[config.mk]
export PLATFORM = sky130hd
export DESIGN_NAME = xl1_pair
export DESIGN_NICKNAME = d
export VERILOG_FILES = /design/src/rtl/xl1_pkg.sv /design/src/rtl/xl1_cache.sv /design/src/rtl/xl1_side.sv /design/src/rtl/xl1_l2_arb.sv /design/src/rtl/xl1_pair.sv
export SDC_FILE = /design/constraint.sdc
export NUM_CORES = 1
export LEC_CHECK = 0
export BUFFER_PORTS_ARGS = -buffer_cell sky130_fd_sc_hd__buf_4
export CAP_MARGIN = 20
export CORE_MARGIN = 2
export CORE_UTILIZATION = 65
export DETAILED_ROUTE_END_ITERATION = 12
export GPL_ROUTABILITY_DRIVEN = 0
export GPL_TIMING_DRIVEN = 1
export PLACE_DENSITY = 0.81
export SLEW_MARGIN = 20
export SYNTH_ARGS = -nofsm -noshare
export SYNTH_HDL_FRONTEND = slang
export SYNTH_SLANG_ARGS = --single-unit
[constraint.sdc]
create_clock -name clk -period 22.4 [get_ports clk]
set_input_delay 3.36 -clock clk [delete_from_list [all_inputs] [get_ports clk]]
set_output_delay 3.36 -clock clk [all_outputs]
set_load 0.02 [all_outputs]
[src/rtl/xl1_pkg.sv]
package xl1_pkg;
   typedef enum logic {
      XL1_INS = 1'b0,
      XL1_DAT = 1'b1
   } xl1_side_e;
endpackage

[src/rtl/xl1_cache.sv]
// Fully associative page cache with saturating per-entry age counters.
module xl1_cache #(
   parameter int ENTRIES = 4,
   parameter int VPN_W   = 20,
   parameter int PPN_W   = 20
) (
   input  logic             clk,
   input  logic             rst_n,
   input  logic             look_en,
   input  logic [VPN_W-1:0] look_vpn,
   output logic             hit,
   output logic [PPN_W-1:0] hit_ppn,
   input  logic             fill_en,
   input  logic [VPN_W-1:0] fill_vpn,
   input  logic [PPN_W-1:0] fill_ppn,
   input  logic             flush
);
   localparam int CEIL  = 2 * ENTRIES - 1;
   localparam int CNT_W = $clog2(2 * ENTRIES);
   localparam int IDX_W = $clog2(ENTRIES);

   logic [ENTRIES-1:0] vld;
   logic [ENTRIES-1:0] match;
   logic [VPN_W-1:0]   tag  [ENTRIES];
   logic [PPN_W-1:0]   phys [ENTRIES];
   logic [CNT_W-1:0]   age  [ENTRIES];
   logic [IDX_W-1:0]   hit_idx;
   logic [IDX_W-1:0]   vic_idx;
   logic [CNT_W-1:0]   best_age;
   logic               free_seen;

   for (genvar g = 0; g < ENTRIES; g++) begin : g_cmp
      assign match[g] = vld[g] && (tag[g] == look_vpn);
   end

   always_comb begin
      hit_idx = '0;
      for (int e = ENTRIES - 1; e >= 0; e--) begin
         if (match[e]) hit_idx = IDX_W'(e);
      end
   end
   assign hit     = |match;
   assign hit_ppn = phys[hit_idx];

   // Victim: lowest free slot, else oldest with ties to the lowest index.
   always_comb begin
      free_seen = 1'b0;
      vic_idx   = '0;
      best_age  = age[0];
      for (int e = 0; e < ENTRIES; e++) begin
         if (!vld[e] && !free_seen) begin
            free_seen = 1'b1;
            vic_idx   = IDX_W'(e);
         end
      end
      if (!free_seen) begin
         for (int e = 1; e < ENTRIES; e++) begin
            if (age[e] > best_age) begin
               best_age = age[e];
               vic_idx  = IDX_W'(e);
            end
         end
      end
   end

   always_ff @(posedge clk or negedge rst_n) begin
      if (!rst_n) begin
         vld <= '0;
         for (int e = 0; e < ENTRIES; e++) age[e] <= '0;
      end else if (flush) begin
         vld <= '0;
         for (int e = 0; e < ENTRIES; e++) age[e] <= '0;
      end else if (fill_en) begin
         vld[vic_idx] <= 1'b1;
         age[vic_idx] <= '0;
      end else if (look_en && hit) begin
         for (int e = 0; e < ENTRIES; e++) begin
            if (match[e])                      age[e] <= '0;
            else if (age[e] != CNT_W'(CEIL))   age[e] <= age[e] + 1'b1;
         end
      end
   end

   always_ff @(posedge clk) begin
      if (fill_en && !flush) begin
         tag[vic_idx]  <= fill_vpn;
         phys[vic_idx] <= fill_ppn;
      end
   end
endmodule

[src/rtl/xl1_side.sv]
// One translation side: lookup stage, miss wait, refill and finish.
module xl1_side #(
   parameter int ENTRIES = 4,
   parameter int VA_W    = 32,
   parameter int OFF_W   = 12,
   parameter int PPN_W   = 20
) (
   input  logic                   clk,
   input  logic                   rst_n,
   input  logic                   req,
   input  logic [VA_W-1:0]        va,
   output logic                   ready,
   output logic                   done,
   output logic [PPN_W+OFF_W-1:0] pa,
   output logic                   fault,
   output logic                   l2_want,
   output logic [VA_W-OFF_W-1:0]  want_vpn,
   input  logic                   rsp_fire,
   input  logic                   rsp_hit,
   input  logic [PPN_W-1:0]       rsp_ppn,
   input  logic                   flush,
   input  logic                   locked
);
   localparam int VPN_W = VA_W - OFF_W;

   logic             s1_vld, wait_l2, fill_vld, fin_vld;
   logic [VA_W-1:0]  addr;
   logic [PPN_W-1:0] fill_ppn;
   logic             hit;
   logic [PPN_W-1:0] hit_ppn;

   xl1_cache #(.ENTRIES(ENTRIES), .VPN_W(VPN_W), .PPN_W(PPN_W)) u_cache (
      .clk      (clk),
      .rst_n    (rst_n),
      .look_en  (s1_vld),
      .look_vpn (addr[VA_W-1:OFF_W]),
      .hit      (hit),
      .hit_ppn  (hit_ppn),
      .fill_en  (fill_vld),
      .fill_vpn (addr[VA_W-1:OFF_W]),
      .fill_ppn (fill_ppn),
      .flush    (flush)
   );

   assign ready    = !(s1_vld || wait_l2 || fill_vld || fin_vld) && !locked;
   assign l2_want  = (s1_vld && !hit) || wait_l2;
   assign want_vpn = addr[VA_W-1:OFF_W];

   always_ff @(posedge clk or negedge rst_n) begin
      if (!rst_n) begin
         s1_vld   <= 1'b0;
         wait_l2  <= 1'b0;
         fill_vld <= 1'b0;
         fin_vld  <= 1'b0;
         done     <= 1'b0;
         fault    <= 1'b0;
         addr     <= '0;
         fill_ppn <= '0;
         pa       <= '0;
      end else begin
         done  <= 1'b0;
         fault <= 1'b0;
         if (req && ready) begin
            s1_vld <= 1'b1;
            addr   <= va;
         end
         if (s1_vld) begin
            s1_vld <= 1'b0;
            if (hit) begin
               done <= 1'b1;
               pa   <= {hit_ppn, addr[OFF_W-1:0]};
            end else begin
               wait_l2 <= 1'b1;
            end
         end
         if (rsp_fire) begin
            wait_l2 <= 1'b0;
            if (rsp_hit) begin
               fill_vld <= 1'b1;
               fill_ppn <= rsp_ppn;
            end else begin
               fault <= 1'b1;
            end
         end
         if (fill_vld) begin
            fill_vld <= 1'b0;
            fin_vld  <= 1'b1;
         end
         if (fin_vld) begin
            fin_vld <= 1'b0;
            done    <= 1'b1;
            pa      <= {fill_ppn, addr[OFF_W-1:0]};
         end
      end
   end
endmodule

[src/rtl/xl1_l2_arb.sv]
// Shared second-level port: data side wins when both wait.
module xl1_l2_arb
   import xl1_pkg::*;
#(
   parameter int VPN_W = 20
) (
   input  logic             clk,
   input  logic             rst_n,
   input  logic             locked,
   input  logic             d_want,
   input  logic [VPN_W-1:0] d_vpn,
   input  logic             i_want,
   input  logic [VPN_W-1:0] i_vpn,
   output logic             l2_req,
   output xl1_side_e        l2_sel,
   output logic [VPN_W-1:0] l2_vpn,
   input  logic             rsp_valid,
   output logic             d_fire,
   output logic             i_fire
);
   logic fire;
   assign fire   = l2_req && rsp_valid;
   assign d_fire = fire && (l2_sel == XL1_DAT);
   assign i_fire = fire && (l2_sel == XL1_INS);

   always_ff @(posedge clk or negedge rst_n) begin
      if (!rst_n) begin
         l2_req <= 1'b0;
         l2_sel <= XL1_DAT;
         l2_vpn <= '0;
      end else if (fire) begin
         l2_req <= 1'b0;
      end else if (!l2_req && !locked) begin
         if (d_want) begin
            l2_req <= 1'b1;
            l2_sel <= XL1_DAT;
            l2_vpn <= d_vpn;
         end else if (i_want) begin
            l2_req <= 1'b1;
            l2_sel <= XL1_INS;
            l2_vpn <= i_vpn;
         end
      end
   end
endmodule

[src/rtl/xl1_pair.sv]
module xl1_pair
   import xl1_pkg::*;
#(
   parameter int VA_W      = 32,
   parameter int PA_W      = 32,
   parameter int OFF_W     = 12,
   parameter int I_ENTRIES = 4,
   parameter int D_ENTRIES = 8
) (
   input  logic                  clk,
   input  logic                  rst_n,
   input  logic                  i_req,
   input  logic [VA_W-1:0]       i_va,
   output logic                  i_ready,
   output logic                  i_done,
   output logic [PA_W-1:0]       i_pa,
   output logic                  i_fault,
   input  logic                  d_req,
   input  logic [VA_W-1:0]       d_va,
   output logic                  d_ready,
   output logic                  d_done,
   output logic [PA_W-1:0]       d_pa,
   output logic                  d_fault,
   output logic                  l2_req,
   output logic [VA_W-OFF_W-1:0] l2_vpn,
   input  logic                  l2_rsp_valid,
   input  logic                  l2_rsp_hit,
   input  logic [PA_W-OFF_W-1:0] l2_rsp_ppn,
   input  logic                  l2_wr,
   input  logic                  os_reload_done,
   output logic                  locked
);
   localparam int VPN_W = VA_W - OFF_W;
   localparam int PPN_W = PA_W - OFF_W;

   if (OFF_W < 1 || OFF_W >= VA_W || OFF_W >= PA_W) begin : g_bad_off
      $error("xl1_pair: OFF_W must be below both address widths");
   end
   if (I_ENTRIES < 2 || D_ENTRIES < 2) begin : g_bad_depth
      $error("xl1_pair: each cache needs at least two entries");
   end

   logic             i_want, d_want, i_fire, d_fire, flush;
   logic [VPN_W-1:0] i_wvpn, d_wvpn;
   xl1_side_e        arb_sel;

   assign flush = ((i_fire || d_fire) && !l2_rsp_hit) || l2_wr;

   always_ff @(posedge clk or negedge rst_n) begin
      if (!rst_n)                                  locked <= 1'b0;
      else if ((i_fire || d_fire) && !l2_rsp_hit)  locked <= 1'b1;
      else if (os_reload_done)                     locked <= 1'b0;
   end

   xl1_side #(.ENTRIES(I_ENTRIES), .VA_W(VA_W), .OFF_W(OFF_W), .PPN_W(PPN_W)) u_ins (
      .clk(clk), .rst_n(rst_n), .req(i_req), .va(i_va), .ready(i_ready),
      .done(i_done), .pa(i_pa), .fault(i_fault), .l2_want(i_want), .want_vpn(i_wvpn),
      .rsp_fire(i_fire), .rsp_hit(l2_rsp_hit), .rsp_ppn(l2_rsp_ppn),
      .flush(flush), .locked(locked)
   );

   xl1_side #(.ENTRIES(D_ENTRIES), .VA_W(VA_W), .OFF_W(OFF_W), .PPN_W(PPN_W)) u_dat (
      .clk(clk), .rst_n(rst_n), .req(d_req), .va(d_va), .ready(d_ready),
      .done(d_done), .pa(d_pa), .fault(d_fault), .l2_want(d_want), .want_vpn(d_wvpn),
      .rsp_fire(d_fire), .rsp_hit(l2_rsp_hit), .rsp_ppn(l2_rsp_ppn),
      .flush(flush), .locked(locked)
   );

   xl1_l2_arb #(.VPN_W(VPN_W)) u_arb (
      .clk(clk), .rst_n(rst_n), .locked(locked),
      .d_want(d_want), .d_vpn(d_wvpn), .i_want(i_want), .i_vpn(i_wvpn),
      .l2_req(l2_req), .l2_sel(arb_sel), .l2_vpn(l2_vpn),
      .rsp_valid(l2_rsp_valid), .d_fire(d_fire), .i_fire(i_fire)
   );
endmodule

**After elaboration in Yosys (flattened, before gate mapping)**

Memory sizes are Yosys's and may differ from the RTL's.
Index checks and enable logic that the tools add are counted.
W data, S select, Z words.

- Memories kept: 4
- Bits in writable memories: 480
- Output and inout port bits: 92
- Logic and storage cells: 383
- ROM bits: 0
- Bits of input ports: 92
- Latch bits: 0
- Flip-flop bits (word level): 259

- Multiply operators: 0
- Bitwise operators: 10
- Multiplexer cells: 152
- Divide/modulo/power cells: 0
- $add $sub $neg: 12
- Order comparisons: 18
- Equal/unequal tests: 26
- Reductions and logical operators: 125
- Shifts and indexed selects: 0

Memory list:

| name | depth | width | read ports | clocked after memory_dff | wr ports | line | RTL |
|---|---|---|---|---|---|---|---|
| u_dat.u_cache.phys | 8 | 20 | 1 | 0 | 1 | xl1_cache.sv:25 | `logic [PPN_W-1:0] phys [ENTRIES];` |
| u_dat.u_cache.tag | 8 | 20 | 8 | 0 | 1 | xl1_cache.sv:24 | `logic [VPN_W-1:0] tag [ENTRIES];` |
| u_ins.u_cache.phys | 4 | 20 | 1 | 0 | 1 | xl1_cache.sv:25 |  |
| u_ins.u_cache.tag | 4 | 20 | 4 | 0 | 1 | xl1_cache.sv:24 |  |

Operators with widths:

| operator | count |
|---|---|
| $mux W32 | 9 |
| $eq A20 B20 Y1 | 12 |
| $mux W4 | 31 |
| $mux W3 | 35 |
| $mux W1 | 56 |
| $reduce_bool A4 Y1 | 12 |
| $logic_and A1 B1 Y1 | 41 |
| $mux W20 | 2 |
| $reduce_and A2 Y1 | 19 |
| $mux W12 | 3 |
| $add A4 B1 Y4 const B | 8 |
| $and A32 B32 Y32 | 1 |
| $ne A4 B4 Y1 const B | 8 |
| $not A32 Y32 | 1 |
| $gt A4 B4 Y1 | 7 |
| $logic_not A1 Y1 | 26 |
| $reduce_bool A2 Y1 | 11 |
| $mux W2 | 10 |
| $mux W8 | 2 |
| $add A3 B1 Y3 const B | 4 |
| $and A12 B12 Y12 | 1 |
| $demux W4 S3 | 1 |
| $ne A3 B3 Y1 const B | 4 |
| $not A12 Y12 | 1 |
| 23 further kinds | 38 |

**Logic depth before layout (Yosys ltp)**

- Word-level depth: 49
- Gate-level depth with buffers: 64
- Gate-level depth less buffers: 62

**By module**

A second synthesis with hierarchy kept.

- Cell total of the unflattened synthesis: 2,435
- Area total of the unflattened synthesis: 34,038.9 sq um

Modules (own cells, without submodules):

| module | cells each | area each (sq um) | sequential area each (sq um) | times used |
|---|---|---|---|---|
| xl1_cache at u_dat.u_cache | 1,327 | 17,297.8 | 10,610.2 | 1 |
| xl1_cache at u_ins.u_cache | 508 | 7,812.5 | 5,205.0 | 1 |
| xl1_side | 260 | 3,813.7 | 2,252.2 | 2 |
| xl1_l2_arb | 75 | 1,242.4 | 551.8 | 1 |
| xl1_pair | 5 | 58.8 | 25.0 | 1 |

**Worst setup path before layout**

OpenSTA, ideal clock, no wires.

- Path type: reg2reg
- Start point: register u_dat.u_cache.age[29] (netlist name)
- End point: memory u_dat.u_cache.phys[6][0], enable pin
- Setup slack: 8,494 ps
- Data required time: 21,913 ps
- Library setup time: 487 ps
- Path buffers: 2
- Clock period less this slack: 13,906 ps
- Arrival time: 13,419 ps
- Cell stages (with the launch flop): 62
- Cell sequence: dfrtp_1 -> inv_1 -> ha_1 -> nor2b_1 -> o211ai_2 -> a21oi_1 -> mux2_2 -> ha_1 -> nand2b_1 -> and3_1 -> a311oi_1 -> a2111o_1 -> o21ai_2 -> o2bb2ai_1 -> mux2i_1 -> inv_1 -> ha_1 -> clkbuf_1 -> [26 not listed] -> nand2b_1 -> a21oi_1 -> a41o_1 -> clkbuf_1 -> nor2_1 -> a21o_1 -> ha_1 -> nor2b_1 -> o21ai_0 -> nand2b_1 -> a21oi_1 -> a41o_1 -> nand3_1 -> o22ai_1 -> inv_1 -> o41ai_4 -> nand2_1 -> nor3_1

- Cells in the longest elaborated chain, start to end: 21
- Elaborated cells between the ends (all ways): 27
- Those cells by class: 7 x order compare; 20 x mux

RTL lines:

| what | line | RTL |
|---|---|---|
| from (decl) | xl1_cache.sv:26 | `logic [CNT_W-1:0] age [ENTRIES];` |
| from (signal, indexed assignment) | xl1_cache.sv:75 | `age[vic_idx] <= '0;` |
| from (signal, indexed assignment) | xl1_cache.sv:78 | `if (match[e]) age[e] <= '0;` |
| $gt A4 B4 Y1 | xl1_cache.sv:58 | `if (age[e] > best_age) begin` |
| $mux W4 | xl1_cache.sv:58 |  |
| $mux W4 | xl1_cache.sv:56 | `if (!free_seen) begin` |
| $gt A4 B4 Y1 | xl1_cache.sv:58 |  |
| $mux W4 | xl1_cache.sv:58 |  |
| $mux W4 | xl1_cache.sv:56 |  |
| $gt A4 B4 Y1 | xl1_cache.sv:58 |  |
| $mux W4 | xl1_cache.sv:58 |  |
| [5 not listed] | -- |  |
| $mux W4 | xl1_cache.sv:58 |  |
| $mux W4 | xl1_cache.sv:56 |  |
| $gt A4 B4 Y1 | xl1_cache.sv:58 |  |
| $mux W4 | xl1_cache.sv:58 |  |
| $mux W4 | xl1_cache.sv:56 |  |
| $gt A4 B4 Y1 | xl1_cache.sv:58 |  |
| $mux W3 * | xl1_cache.sv:58 |  |
| $mux W3 * | xl1_cache.sv:56 |  |
| to (decl) | xl1_cache.sv:25 |  |

Every way passes the cells marked *; elsewhere a longest branch is shown, timed or not. The select of a mux whose other input is x is not followed.

**Final worst setup path**

- Start point: register u_dat.u_cache.age[29] (netlist name)
- End point: memory u_dat.u_cache.phys[1][7], enable pin

The elaborated chain is that of the path after synthesis.

==> metrics.yaml <==
status:
  status: "completed"
worst_setup_path:
  path_buf_inv: 5
  max_stage_delay_ns: 0.69
  r2r_end: "u_dat.u_cache.phys[1][7]$_DFFE_PP_"
  cp-end-kind: "flip-flop"
  cp_slowest_cell: "nor2_4"
  ff2ff_setup_slack_ns: 8.37
  reg2reg_depth: 60
  crit_type: "reg2reg"
  crit_fanout: 24
  cpMostUsedCell: "ha_1"
  cp-start-kind: "flip-flop"
  required_ns: 22.71
  r2r-start: "u_dat.u_cache.age[29]$_DFFE_PN0P_"
  arrival_ns: 14.34
  critPathTopFamily: "compound AO/OA/AOI/OAI gates"
routing:
  ant_nets: 0
  remaining_drc_errors: 0
  dr.pass1.iters: 5
  route.detailed.wl_per_inst_um: 22.5
  vias_per_cell: 6.24
  wl_um: 78400
  drt-initial-drc-count: 2251
  vias: 21740
sta:
  worst_pin_slew_ns: 1.15
  maxSlewHeadroom_pct: 22.9
  setup_viol: 0
  finalClockSkew_ns: 0.0286
  rsz0062_at_grt: "no"
  final.min_clock_period_ns: 14.03
  fmax_ghz: 0.0713
  hold_viol: 0
  tns_ns: 0
  report.final.slew_viol_count: 0
  worst_hold_slack_ns: 0.471
  period_share_pct: 62.6
layout:
  final_cell_count_no_fill: 3482
  antenna_cells: 0
  fin_nets: 2886
  area_delta_synth_final_pct: 14.0
  layout.filler_cells: 3109
  drive_gt1_share_pct: 16.9
logic_synthesis:
  synth_nets: 2709
  syn_area_mm2: 0.0332
  async_flop_share_pct: 35.0
  synthAdderAreaFrac_pct: 1.70
  synth_xor_area_share_pct: 6.42
  netlist_instances: 2572
  synth_top_family_by_area: "simple AND/OR/NAND/NOR gates"
  avgSynthCellArea_um2: 12.9
  muxShareOfSynthArea_pct: 8.92
  synth-compound-area-share_pct: 7.01
  yosys_register_bits: 739
  netlist-cell-type-count: 81
  synth_edf_count: 480
  ys.flop_type: "edfxtp_1"
  ys_seq_area_share_pct: 63.0
  yosys.area_share.simple_pct: 11.0
  ys_warn_count: 0
floorplanning:
  design.die.area_mm2: 0.0528
  coreArea_mm2: 0.0503
  row_count: 82
  num_io_pins: 184
  die_height_um: 230
  start_util_pct: 65.9
  fp.dieW_um: 230
clock_network:
  ctsHoldBuffers: 0
  cts.sinks: 739
  clock_latency_ns: 0.63
  root_buffer: "clkbuf_16"
  cts_resized: 0
  htree_num_levels: 3
  clockBufferDepth: 3
  cts_setup_buffers: 0
  cts_buffers: 75
  clk_pin_slew_ns: 0.06
  cts_tree: "built"
grt:
  grt_util_all_layers_pct: 29.8
  grt_max_degree: 76
  grt_antenna_before_repair: 0
  grt_overflow: 0
  grt_pass1_vias: 22156
  grt_pass1_wl_um: 123000
hold_path:
  min_to: "u_dat.addr[11]$_DFFE_PN0P_"
  hold_path.startpoint: "u_dat.addr[11]$_DFFE_PN0P_"
  min_path_cells: 2
  holdCritPathClass: "reg2reg"
flow_run:
  drv_cap: 0
placed_design:
  dpl.hpwl_um: 51000
  dp.cells: 3341
  io_buffers: 183
power:
  p_leak_nw: 14.2
  ir_drop_v: 0.0000996
  pwr_density_cell_mw_per_mm2: 128
## registers in the layout (all words and copies together) (netlist names), 4 cells and up
signal / cells
u_arb.l2_vpn: 20
u_dat.addr: 32
u_dat.fill_ppn: 20
u_dat.pa: 32
u_dat.u_cache.age: 32
u_dat.u_cache.phys: 160
u_dat.u_cache.tag: 160
u_dat.u_cache.vld: 8
u_ins.addr: 32
u_ins.fill_ppn: 20
u_ins.pa: 32
u_ins.u_cache.age: 12
u_ins.u_cache.phys: 80
u_ins.u_cache.tag: 80
u_ins.u_cache.vld: 4
## report_power, final
group | switching, mW | leakage, nW | total (mW) | internal (mW)
sequential | 0.362 | 7.64 | 2.14 | 1.77
combinational | 0.845 | 5.46 | 1.49 | 0.647
clock | 0.519 | 1.14 | 1.19 | 0.671
total | 1.73 | 14.2 | 4.82 | 3.09
## how the worst max path moves through the flow
stage / start / end / slack, ns / depth (start not counted)
2_1_floorplan: u_dat.u_cache.age[29]$_DFFE_PN0P_ / u_dat.u_cache.phys[6][0]$_DFFE_PP_ / 8.49 / 61
3_3_place_gp: u_dat.u_cache.age[29]$_DFFE_PN0P_ / u_dat.u_cache.phys[1][11]$_DFFE_PP_ / 9.20 / 59
3_5_place_dp: u_dat.u_cache.age[29]$_DFFE_PN0P_ / u_dat.u_cache.phys[0][10]$_DFFE_PP_ / 8.58 / 59
4_1_cts: u_dat.u_cache.age[29]$_DFFE_PN0P_ / u_dat.u_cache.phys[0][12]$_DFFE_PP_ / 8.47 / 59
5_1_grt: u_dat.u_cache.age[29]$_DFFE_PN0P_ / u_dat.u_cache.phys[1][7]$_DFFE_PP_ / 7.39 / 60
6_report: u_dat.u_cache.age[29]$_DFFE_PN0P_ / u_dat.u_cache.phys[1][7]$_DFFE_PP_ / 8.37 / 60
## Yosys cell counts (all sizes together), types with 8 or more instances
master,instances,area (µm²)
and2,13,83.8
nand4,62,388
ha,45,563
nor4b,10,87.6
nand2b,11,68.8
a21oi,84,420
and3,8,50.1
nand2,324,1220
a22o,10,87.6
xnor2,133,1160
a21boi,8,60.1
nor2b,35,219
a21o,8,60.1
o211ai,8,92.6
nand3,49,245
o21ai,93,469
nor2,109,409
mux2,99,1110
nand4b,8,70.1
o31ai,10,108
dfrtp,258,6460
inv,45,169
nor3b,11,82.6
or2,9,56.3
a211oi,44,330
buf,25,106
a31oi,19,119
edfxtp,480,14400
clkbuf,97,364
xor2,110,963
mux2i,184,1840
nor4,43,269
nor3,25,125
## final cells by class
type | count | area (µm²) | share of cell area (%)
clock buffer | 111 | 2100 | 5.57
clock inverter | 27 | 239 | 0.633
inverter | 45 | 169 | 0.447
multi-input combinational | 1666 | 11800 | 31.2
sequential | 739 | 20900 | 55.3
tap | 672 | 841 | 2.23
timing repair buffer | 222 | 1760 | 4.65
## cell families after synthesis
family                     count (synthesis)
DFF                                      739
muxes                                    283
AOI/OAI and AO/OA                        344
buffers and inverters                    167
adders and majority gates                 45
xor gates and xnor gates                 243
and+or+nand+nor                          751
## layer usage
| layer | GRT usage [%] | vias up | routed length (µm) |
|---|---|---|---|
| met4 | 11.2 | 0 | 2380 |
| met2 | 49.0 | 935 | 38600 |
| met3 | 4.68 | 162 | 5580 |
| met1 | 40.5 | 10845 | 31900 |
| li1 | - | 9798 | - |
| met5 | 0 | - | 0 |
## worst min-delay path, delay by kind of cell, from the launching register on
kind / cells / cell delay, ns
AND/OR/NAND/NOR: 2 / 0.11
flip-flops: 1 / 0.33
## metrics by stage
step	power (mW)	util, %	cell area (µm²)	worst slack, ns
finish	4.82	75.2	37800	8.37
global route	5.06	75.2	37800	7.39
CTS	4.81	75.0	37700	8.47
detailed placement	3.62	70.4	35400	8.58
global placement	3.53	70.2	35300	9.20
floorplan	3.07	-	33200	8.49
## cell usage in the layout (no fill, tap or decap), types with 8 or more instances in the layout
cell / count
ha_1: 45
edfxtp_1: 480
a31oi_1: 19
nor4b_1: 10
nand2b_1: 11
o21ai_0: 81
nand4b_1: 8
nand2_1: 324
clkbuf_16: 76
and2_1: 12
nand3_1: 49
clkbuf_1: 28
inv_1: 45
nor2b_1: 33
xor2_1: 110
nand4_1: 62
a21o_1: 8
buf_4: 215
clkinv_2: 9
a21oi_1: 81
nor3_1: 21
nor2_1: 102
nor4_1: 43
and3_1: 8
a211oi_1: 43
dfrtp_1: 258
a22o_1: 10
xnor2_1: 133
or2_2: 8
o21ai_1: 10
mux2i_1: 184
clkinv_1: 8
nor3b_1: 11
mux2_2: 99
(Power assumes the default switching activity.)
